$ cat src/rtl/bts_pkg.sv
package bts_pkg;
    typedef enum logic {
        EV_RX = 1'b0,
        EV_TX = 1'b1
    } ev_kind_e;
endpackage

$ cat src/rtl/bts_count_core.sv
module bts_count_core #(
    parameter int CNT_W = 16
) (
    input  logic             clk,
    input  logic             rst_n,
    input  logic             tick,
    input  logic             en,
    input  logic             clear,
    output logic [CNT_W-1:0] count
);
    typedef struct packed {
        logic [CNT_W-1:0] cnt;
    } core_s;

    core_s st_d, st_q;

    always_comb begin
        st_d = st_q;
        if (clear) begin
            st_d.cnt = '0;
        end else if (en && tick) begin
            st_d.cnt = st_q.cnt + 1'b1;
        end
    end

    always_ff @(posedge clk) begin
        if (!rst_n) begin
            st_q <= '0;
        end else begin
            st_q <= st_d;
        end
    end

    assign count = st_q.cnt;
endmodule

$ cat src/rtl/bts_capture.sv
module bts_capture
    import bts_pkg::*;
#(
    parameter int CNT_W    = 16,
    parameter int BUF_W    = 4,
    parameter int SYNC_BUF = 0
) (
    input  logic             clk,
    input  logic             rst_n,
    input  logic             rx_done,
    input  logic             tx_done,
    input  logic [BUF_W-1:0] evt_buf,
    input  logic             sync_en,
    input  logic [CNT_W-1:0] count,
    output logic             clear_req,
    output logic [CNT_W-1:0] stamp,
    output logic             stamp_valid,
    output logic [BUF_W-1:0] stamp_buf,
    output logic             stamp_is_tx,
    output logic             sync_pulse
);
    localparam logic [BUF_W-1:0] SYNC_IDX = BUF_W'(SYNC_BUF);

    typedef struct packed {
        logic [CNT_W-1:0] stamp;
        logic             valid;
        logic [BUF_W-1:0] buf_idx;
        ev_kind_e         kind;
        logic             sync;
    } cap_s;

    cap_s st_d, st_q;
    logic evt_hit;

    assign evt_hit   = rx_done || tx_done;
    assign clear_req = sync_en && evt_hit && (evt_buf == SYNC_IDX);

    always_comb begin
        st_d       = st_q;
        st_d.valid = 1'b0;
        st_d.sync  = clear_req;
        if (evt_hit) begin
            // count is the pre-update value, so a sync stamp keeps the old time
            st_d.stamp   = count;
            st_d.valid   = 1'b1;
            st_d.buf_idx = evt_buf;
            st_d.kind    = rx_done ? EV_RX : EV_TX;
        end
    end

    always_ff @(posedge clk) begin
        if (!rst_n) begin
            st_q <= '0;
        end else begin
            st_q <= st_d;
        end
    end

    assign stamp       = st_q.stamp;
    assign stamp_valid = st_q.valid;
    assign stamp_buf   = st_q.buf_idx;
    assign stamp_is_tx = (st_q.kind == EV_TX);
    assign sync_pulse  = st_q.sync;
endmodule

$ cat src/rtl/bittime_stamp_unit.sv
module bittime_stamp_unit #(
    parameter int CNT_W    = 16,
    parameter int BUF_W    = 4,
    parameter int SYNC_BUF = 0
) (
    input  logic             clk,
    input  logic             rst_n,
    input  logic             bit_tick,
    input  logic             count_en,
    input  logic             sync_en,
    input  logic             rx_done,
    input  logic             tx_done,
    input  logic [BUF_W-1:0] evt_buf,
    output logic [CNT_W-1:0] count_o,
    output logic [CNT_W-1:0] stamp_o,
    output logic             stamp_valid_o,
    output logic [BUF_W-1:0] stamp_buf_o,
    output logic             stamp_is_tx_o,
    output logic             sync_pulse_o
);
    logic clear_req;

    bts_count_core #(.CNT_W(CNT_W)) u_core (
        .clk   (clk),
        .rst_n (rst_n),
        .tick  (bit_tick),
        .en    (count_en),
        .clear (clear_req),
        .count (count_o)
    );

    bts_capture #(
        .CNT_W    (CNT_W),
        .BUF_W    (BUF_W),
        .SYNC_BUF (SYNC_BUF)
    ) u_cap (
        .clk         (clk),
        .rst_n       (rst_n),
        .rx_done     (rx_done),
        .tx_done     (tx_done),
        .evt_buf     (evt_buf),
        .sync_en     (sync_en),
        .count       (count_o),
        .clear_req   (clear_req),
        .stamp       (stamp_o),
        .stamp_valid (stamp_valid_o),
        .stamp_buf   (stamp_buf_o),
        .stamp_is_tx (stamp_is_tx_o),
        .sync_pulse  (sync_pulse_o)
    );
endmodule

$ cat config.mk
export PLATFORM = sky130hd
export DESIGN_NAME = bittime_stamp_unit
export DESIGN_NICKNAME = d
export VERILOG_FILES = /design/src/rtl/bts_pkg.sv /design/src/rtl/bts_count_core.sv /design/src/rtl/bts_capture.sv /design/src/rtl/bittime_stamp_unit.sv
export SDC_FILE = /design/constraint.sdc
export NUM_CORES = 1
export LEC_CHECK = 0
export BUFFER_PORTS_ARGS = -buffer_cell sky130_fd_sc_hd__buf_2
export CAP_MARGIN = 30
export CELL_PAD_IN_SITES_DETAIL_PLACEMENT = 1
export CELL_PAD_IN_SITES_GLOBAL_PLACEMENT = 1
export CORE_ASPECT_RATIO = 1.1
export CORE_UTILIZATION = 40
export CTS_CLUSTER_SIZE = 28
export DETAILED_ROUTE_END_ITERATION = 7
export PLACE_DENSITY = 0.88
export RECOVER_POWER = 50
export SYNTH_ARGS = -nofsm -noshare
export SYNTH_HDL_FRONTEND = slang
export SYNTH_HIERARCHICAL = 1
export SYNTH_SLANG_ARGS = --single-unit
$ cat constraint.sdc
create_clock -name clk -period 3.1 [get_ports clk]
set_clock_uncertainty 0.2 [all_clocks]
set_input_delay 0 -clock clk [delete_from_list [all_inputs] [get_ports clk]]
set_output_delay 0 -clock clk [all_outputs]
set_load 0.01 [all_outputs]
# Word level (Yosys, flattened, before mapping)
# Index checks and enable logic that the tools add are counted.
# Widths: inputs -> output; s select.
# totals
register_bits,39
inputBits,11
output_inout_bits,39
# op_classes
add_sub_neg,1
mux,2
bitwise_logic,1
reduce_logical,6
# ops
op,n
$add 16x1->16 const B,1
$mux 6,1
$logic_not 4->1,1
$logic_and 1x1->1,3
$reduce_or 2->1,1
$logic_or 1x1->1,1
$mux 1,1
$not 1->1,1

# Depth between registers and ports, before layout
# Gate-level depths: netlist of run 1.
# depth
ltp_word,4
ltp_mapped,7

# Modules after synthesis
# Netlist of run 1, hierarchy kept.
# modules_own_cells
module,instances,cells_per_inst,area_per_inst_um2,seq_area_each_um2
bts_capture,1,102,909.6,460.4
bts_count_core,1,88,820.8,320.3

# Worst setup path after synthesis of run 1
# Ideal clock, no wire load.
# synth_path
kind,reg2reg
startpoint,"reg u_core.st_q, in the netlist u_core/count[0]"
endpoint,"reg u_core.st_q, in the netlist u_core/count[12]"
setup_time_ns,0.128
arrival_ns,1.248
required_time_ns,2.772
slack_ns,1.524
path_stages_with_launch,6
n_path_buf,0
synth_period_minus_slack_ns,1.576
path_cell_list,dfxtp_1 > ha_1 > nand3_1 > nor4_2 > xnor2_1 > nor2_1
# synth_between
elab_chain_len,1
# synth_lines
item,line_no,text
start: declaration,bts_count_core.sv:15,"core_s st_d, st_q;"
start signal: assignment,bts_count_core.sv:30,st_q <= st_d;
$add 16x1->16,bts_count_core.sv:22,st_d.cnt = st_q.cnt + 1'b1;
# No other way between the ends.
# A chain may end at the register's enable or synchronous reset.

# Worst setup path in the final report of run 1
# layout_path
startpoint,in tx_done
endpoint,"reg u_core.st_q, in the netlist u_core/count[1]"
# layout_between
elab_chain_len,4
# layout_lines
item,line_no,text
start: declaration,bittime_stamp_unit.sv:12,"input logic tx_done,"
$logic_or 1x1->1,bts_capture.sv:35,assign evt_hit = rx_done || tx_done;
$logic_and 1x1->1 (2 in a row),bts_capture.sv:36,assign clear_req = sync_en && evt_hit && (evt_buf == SYNC_IDX);
net clear_req,bittime_stamp_unit.sv:21,logic clear_req;
$reduce_or 2->1 (no source line),--,
# The timed path passes the listed nets, and every way through them passes these cells.

==> results of run 1 <==
==> routing by layer <==
| layer | part of all wire (%) | routed length, um |
|---|---|---|
| met3 | 3.9 | 179 |
| met5 | 0 | 0 |
| met1 | 44 | 2020 |
| met4 | 0.98 | 45 |
| met2 | 51 | 2360 |
==> synth_stat cells <==
master / n
dfxtp_1: 39
nand2_1: 25
o211ai_1: 20
o21ai_1: 20
nor2_1: 18
nand3_1: 7
xnor2_1: 7
buf_2: 6
inv_1: 5
clkbuf_1: 4
nor3_1: 4
xor2_1: 4
buf_6: 3
nand4_1: 3
a21oi_1: 2
and4b_1: 2
nand4_4: 2
a211o_1: 1
a211oi_1: 1
a31o_1: 1
a31o_2: 1
and2_1: 1
and3_1: 1
and3_2: 1
and4_2: 1
ha_1: 1
mux2_1: 1
nand2b_1: 1
nand3_4: 1
nor2_4: 1
nor3_4: 1
nor3b_1: 1
nor4_2: 1
nor4_4: 1
nor4b_1: 1
or2_4: 1
==> area by class of cell <==
cell class / count / area, um2 / share of cell area [%]
Multi-Input combinational cell: 133 / 852 / 40.2
Clock inverter: 1 / 5.00 / 0.236
Inverter: 5 / 18.8 / 0.884
Clock buffer: 7 / 76.3 / 3.60
Timing Repair Buffer: 62 / 324 / 15.3
Tap cell: 52 / 65.1 / 3.07
Sequential cell: 39 / 781 / 36.8
==> registers in the layout, indices dropped and copies added (netlist names) <==
name,cells
u_cap/stamp,16
u_core/count,16
u_cap/stamp_buf,4
u_cap/stamp_is_tx,1
u_cap/stamp_valid,1
u_cap/sync_pulse,1
==> final timing paths <==
path | to | slack (ps)
setup / recovery | u_core/count[1] | 370
hold / removal | u_cap/stamp_buf[3] | 20
setup reg to reg | u_core/count[1] | 750
hold reg to reg | u_cap/stamp_buf[2] | 250
==> power breakdown <==
part / switching, uW / total, uW / internal (uW)
clock: 178 / 336 / 158
sequential: 6.67 / 515 / 508
combinational: 43.5 / 69.0 / 25.5
total: 228 / 920 / 692
==> tightest hold or removal path, delay by kind of cell <==
family,cells,cell delay [ps]
buffers and inverters,1,220
AO/OA/AOI/OAI,2,260
==> cell families after synthesis <==
group | count (synthesis) | synth area share, %
xor gates and xnor gates | 11 | 5.57
buffers and inverters | 18 | 5.64
and+or+nand+nor | 74 | 25.3
muxes | 1 | 0.651
DFF | 39 | 45.1
adders and majority gates | 1 | 0.723
AOI/OAI and AO/OA | 46 | 17.0
==> what timing repair did <==
action / CTS / global route
hold buffers: 12 / 0
setup buffers: 0 / 0
endpoints found under the hold margin: 8 / 0
==> per-stage QoR <==
step	setup slack, ps	hold slack, ps	util [%]	area, um2	cells
2_1_floorplan	1520	-46.7	-	1730	190
3_3_place_gp	999	95.6	48.6	1970	279
3_5_place_dp	937	88.1	48.6	1970	279
4_1_cts	417	9.37	53.5	2170	299
5_1_grt	214	56.4	52.3	2120	299
6_report	371	20.3	52.3	2120	299
==> impl_metrics.sql, run 1 <==
INSERT INTO impl_metrics (metric_group, metric, value, unit) VALUES
('finish', 'area_delta_synth_final', '22.6', '%'),
('global_routing', 'gr-max-usage-layer', 'met2', ''),
('floorplan', 'fp.dieH', '71.0', 'um'),
('global_routing', 'gr-usage-met3', '5.81', '%'),
('cts', 'clock_tree.buffer_depth', '2', ''),
('critical_path', 'reg2reg_from', 'u_core/count[0]', ''),
('finish', 'insertedDiodeCount', '0', ''),
('status', 'outcome', 'complete, no violations', ''),
('critical_path', 'total_number_of_cells_along_the_worst_setup_path', '7', ''),
('critical_path', 'crit_path_top_delay_cell', 'dlygate4sd3_1', ''),
('critical_path', 'crit_buf_inv', '3', ''),
('cts', 'cts_resized', '0', ''),
('placement', 'number_of_port_buffers', '49', ''),
('critical_path', 'kind_of_cell_adding_the_most_delay_to_the_critical_path', 'buffers and inverters', ''),
('critical_path', 'cp_max_fo', '23', ''),
('pwr', 'vdd_drop_max', '0.326', 'mV'),
('cts', 'h-tree-depth', '2', ''),
('yosys', 'synth_fp_nets', '202', ''),
('sta', 'period_needed', '2730', 'ps'),
('global_routing', 'globalRouteTotalUtil', '22.2', '%'),
('yosys', 'ys_types', '36', ''),
('critical_path', 'crit_path_cell_trace', 'dlygate4sd3_1 -> buf_2 -> or2_4 -> and4b_1 -> nand2b_1 -> a21oi_1 -> dlygate4sd3_1', ''),
('global_routing', 'grt_overflow_total', '0', ''),
('critical_path', 'worst_path_largest_cell_delay', '580', 'ps'),
('hold_path', 'hold_path.class', 'input port to flop', ''),
('finish', 'n_fill_cell', '527', ''),
('yosys', 'syn_inst', '190', ''),
('finish', 'final_layout_size_suffix_gt1_share', '11.3', '%'),
('cts', 'cts_tree', 'yes', ''),
('cts', 'clock_latency', '300', 'ps'),
('route', 'vias', '1576', ''),
('yosys', 'synth.avg_cell_area', '9.11', 'um2'),
('route', 'detail-route-antenna-nets', '0', ''),
('floorplan', 'io-pin-count', '50', ''),
('cts', 'cts.sink_count', '39', ''),
('critical_path', 'r2r_cells', '5', ''),
('pwr', 'leakage_power', '0.000738', 'uW'),
('global_routing', 'grtUsageMet2', '38.4', '%'),
('hold_path', 'min_from', 'rx_done', ''),
('cts', 'cts_inserted_buffers', '5', ''),
('finish', 'layout_commonest_cell', 'clkbuf_1', ''),
('critical_path', 'crit_type', 'input port to flop', ''),
('global_routing', 'antenna_violations_before_repair', '0', ''),
('sta', 'final.period_utilization', '88.0', '%'),
('sta', 'max_slew_violation_total_from_the_final_report', '0', ''),
('floorplan', 'floorplan.die.width', '64.7', 'um'),
('sta', 'report.final.setup_viol', '0', ''),
('cts', 'cts_root_buffer', 'clkbuf_8', ''),
('global_routing', 'grt_start_max_net_pins', '45', ''),
('yosys', 'synth_largest_area_cell', 'dfxtp_1', ''),
('finish', 'layout_common_cells', '41 x clkbuf_1, 39 x dfxtp_1, 25 x nand2_1, 20 x o211ai_1, 20 x o21ai_1', ''),
('floorplan', 'core-area', '0.00405', 'mm2'),
('critical_path', 'critical_path_arrival', '2710', 'ps'),
('critical_path', 'cp.required', '3080', 'ps'),
('route', 'detailedRoute.firstIterationViolations', '86', ''),
('pwr', 'cellPowerDensity', '434', 'mW/mm2'),
('yosys', 'post_synth_instance_area', '0.00173', 'mm2'),
('placement', 'gpl.final_weighted_congestion', '0.759', ''),
('global_routing', 'gr-usage-met1', '26.1', '%'),
('run', 'cap_viol_max_count', '0', ''),
('floorplan', 'fp-row-count', '24', ''),
('yosys', 'synth_sequential_area_ratio', '45.1', '%'),
('yosys', 'netlist_top_cells_area', 'dfxtp_1 45%, o211ai_1 8.7%, o21ai_1 5.8%, nand2_1 5.4%, nor2_1 3.9%', ''),
('sta', 'max_freq', '366', 'MHz'),
('floorplan', 'initial_core_util', '42.7', '%'),
('yosys', 'ys.warnings.count', '6', ''),
('cts', 'clkTransAtPathRegs', '80', 'ps'),
('finish', 'final_nets', '258', ''),
('placement', 'dpl.hpwl', '3030', 'um'),
('pwr', 'report.power.total', '920', 'uW'),
('sta', 'max_slew_margin', '54.5', '%');
Power figures use the tool's default switching activity.
==> inputs of run 2 (changes only) <==
--- a/config.mk
+++ b/config.mk
@@ -10,10 +10,10 @@
 export CELL_PAD_IN_SITES_DETAIL_PLACEMENT = 1
 export CELL_PAD_IN_SITES_GLOBAL_PLACEMENT = 1
 export CORE_ASPECT_RATIO = 1.1
-export CORE_UTILIZATION = 40
+export CORE_UTILIZATION = 37
 export CTS_CLUSTER_SIZE = 28
 export DETAILED_ROUTE_END_ITERATION = 7
-export PLACE_DENSITY = 0.88
+export PLACE_DENSITY = 0.83
 export RECOVER_POWER = 50
 export SYNTH_ARGS = -nofsm -noshare
 export SYNTH_HDL_FRONTEND = slang
==> constraint.sdc (replaced) <==
create_clock -name clk -period 2.72 [get_ports clk]
set_clock_uncertainty 0.2 [all_clocks]
set_input_delay 0 -clock clk [delete_from_list [all_inputs] [get_ports clk]]
set_output_delay 0 -clock clk [all_outputs]
set_load 0.01 [all_outputs]
==> run 2 against run 1 <==
  * Global-route usage down 1.5 points
  * Sequential cell count did not move
  * Routed wire length down 0.24%
==> impl_metrics.sql, run 2 (synthesized netlist as in run 1, its figures left out) <==
INSERT INTO impl_metrics (metric_group, metric, value, unit) VALUES
('status', 'outcome', 'complete, no violations', ''),
('cts', 'h-tree-depth', '2', ''),
('finish', 'layout.area.seq', '781', 'um2'),
('hold_path', 'min_from', 'rx_done', ''),
('finish', 'layout_common_cells', '40 x clkbuf_1, 39 x dfxtp_1, 25 x nand2_1, 20 x o211ai_1, 20 x o21ai_1', ''),
('sta', 'max_slew_violation_total_from_the_final_report', '0', ''),
('pwr', 'cellPowerDensity', '506', 'mW/mm2'),
('cts', 'cts.sink_count', '39', ''),
('route', 'drt_first_pass_iters', '4', ''),
('floorplan', 'core-area', '0.00438', 'mm2'),
('sta', 'report.final.setup_viol', '0', ''),
('floorplan', 'fp.dieArea', '0.00495', 'mm2'),
('floorplan', 'io-pin-count', '50', ''),
('critical_path', 'r2r_cells', '5', ''),
('global_routing', 'globalRouteTotalUtil', '20.7', '%'),
('floorplan', 'fp.dieH', '73.7', 'um'),
('pwr', 'vdd_drop_max', '0.226', 'mV'),
('finish', 'final_layout_size_suffix_gt1_share', '12.0', '%'),
('sta', 'rsz0062_at_grt', 'no', ''),
('critical_path', 'cp_max_fo', '23', ''),
('sta', 'max_slew_margin', '73.8', '%'),
('global_routing', 'first_global_vias', '1599', ''),
('route', 'wire_per_inst', '15.2', 'um'),
('critical_path', 'timing.rr.end', 'u_core/count[1]', ''),
('finish', 'insertedDiodeCount', '0', ''),
('finish', 'final_nets', '260', ''),
('cts', 'postCtsSetupRepairBufs', '0', ''),
('global_routing', 'antenna_violations_before_repair', '0', ''),
('global_routing', 'grt_overflow_total', '0', ''),
('route', 'vias', '1578', ''),
('critical_path', 'reg2reg_setup_slack', '410', 'ps'),
('cts', 'clock_latency', '290', 'ps'),
('critical_path', 'cp-start-kind', 'input port', ''),
('route', 'detailedRoute.firstIterationViolations', '116', ''),
('critical_path', 'reg2reg_from', 'u_core/count[0]', ''),
('global_routing', 'grt_start_max_net_pins', '44', ''),
('cts', 'cts_inserted_buffers', '5', ''),
('floorplan', 'floorplan.die.width', '67.2', 'um'),
('floorplan', 'initial_core_util', '39.5', '%'),
('placement', 'gpl.final_weighted_congestion', '0.771', ''),
('placement', 'number_of_port_buffers', '49', ''),
('cts', 'clock_tree.buffer_depth', '2', ''),
('sta', 'final-hold-violation-count', '0', ''),
('pwr', 'leakage_power', '0.000756', 'uW'),
('floorplan', 'fp-row-count', '25', ''),
('finish', 'area_of_the_multi_input_gates', '852', 'um2'),
('placement', 'dpl.hpwl', '3170', 'um'),
('route', 'post-route-drc-count', '0', ''),
('sta', 'final.hold.worst_slack', '33.2', 'ps'),
('sta', 'max_freq', '402', 'MHz'),
('global_routing', 'grt_first_pass_wirelength', '7570', 'um'),
('finish', 'final_core_utilization', '49.3', '%'),
('critical_path', 'cp-end-kind', 'flop', ''),
('route', 'route.detailed.vias_per_inst', '5.21', ''),
('sta', 'final.period_utilization', '91.4', '%'),
('run', 'cap_viol_max_count', '0', ''),
('finish', 'layout_commonest_cell', 'clkbuf_1', ''),
('cts', 'clkTransAtPathRegs', '70', 'ps'),
('critical_path', 'crit_type', 'input port to flop', ''),
('cts', 'cts_root_buffer', 'clkbuf_8', ''),
('route', 'drt_wl_total', '4590', 'um'),
('finish', 'n_fill_cell', '551', ''),
('critical_path', 'cp.required', '2700', 'ps'),
('sta', 'final_sum_of_negative_setup_slack', '0', 'ps'),
('hold_path', 'cell_depth_of_the_worst_min_delay_path', '3', ''),
('route', 'detail-route-antenna-nets', '0', ''),
('hold_path', 'hold_path.class', 'input port to flop', ''),
('critical_path', 'critical_path_arrival', '2460', 'ps'),
('sta', 'period_needed', '2490', 'ps'),
('cts', 'cts_tree', 'yes', ''),
('sta', 'max_slew.worst_pin.slew', '393', 'ps'),
('hold_path', 'min_to', 'u_cap/stamp_buf[2]', ''),
('placement', 'dp_worst_setup_slack', '743', 'ps'),
('sta', 'worst_setup_margin', '233', 'ps'),
('finish', 'area_delta_synth_final', '24.9', '%');
[run 2: metal layers]
layer	track usage (%)	part of all wire (%)	up-vias
met2	36.8	53	36
met4	8.51	0.59	0
li1	-	-	786
met3	4.35	3.8	2
met1	23.6	43	754
met5	0	0	-
[run 2: layout make-up]
| class | instances | area share [%] |
|---|---|---|
| Tap cell | 54 | 3.13 |
| Timing Repair Buffer | 64 | 15.8 |
| Sequential cell | 39 | 36.1 |
| Inverter | 5 | 0.869 |
| Clock buffer | 8 | 4.63 |
| Multi-Input combinational cell | 133 | 39.4 |
[run 2: timing repair]
action                    CTS  global route
resized for setup           0             0
hold endpoints to repair   10             0
hold buffers               13             0
[run 2: worst max-delay path by stage]
stage | from | end
finish | tx_done | u_core/count[1]
global placement | tx_done | u_core/count[11]
detailed placement | rx_done | u_core/count[11]
floorplan | u_core/count[0] | u_core/count[12]
CTS | tx_done | u_core/count[1]
global route | tx_done | u_core/count[1]
[run 2: critical path: stages]
cell and delay (ps):
dlygate4sd3_1 520, buf_2 340, or2_4 350, and4b_1 210
nand2b_1 180, buf_4 250, a21oi_1 60, dlygate4sd3_1 550
[run 2: power breakdown]
part | switching [uW] | internal [uW]
Sequential | 7.07 | 579
Clock | 192 | 231
Combinational | 51.6 | 31.1
[run 2: metrics by stage]
step           instances  cell area [um2]  power [uW]
2_1_floorplan        190             1730         646
3_3_place_gp         282             1980         668
3_5_place_dp         282             1980         671
4_1_cts              303             2210        1110
5_1_grt              303             2160        1140
6_report             303             2160        1090
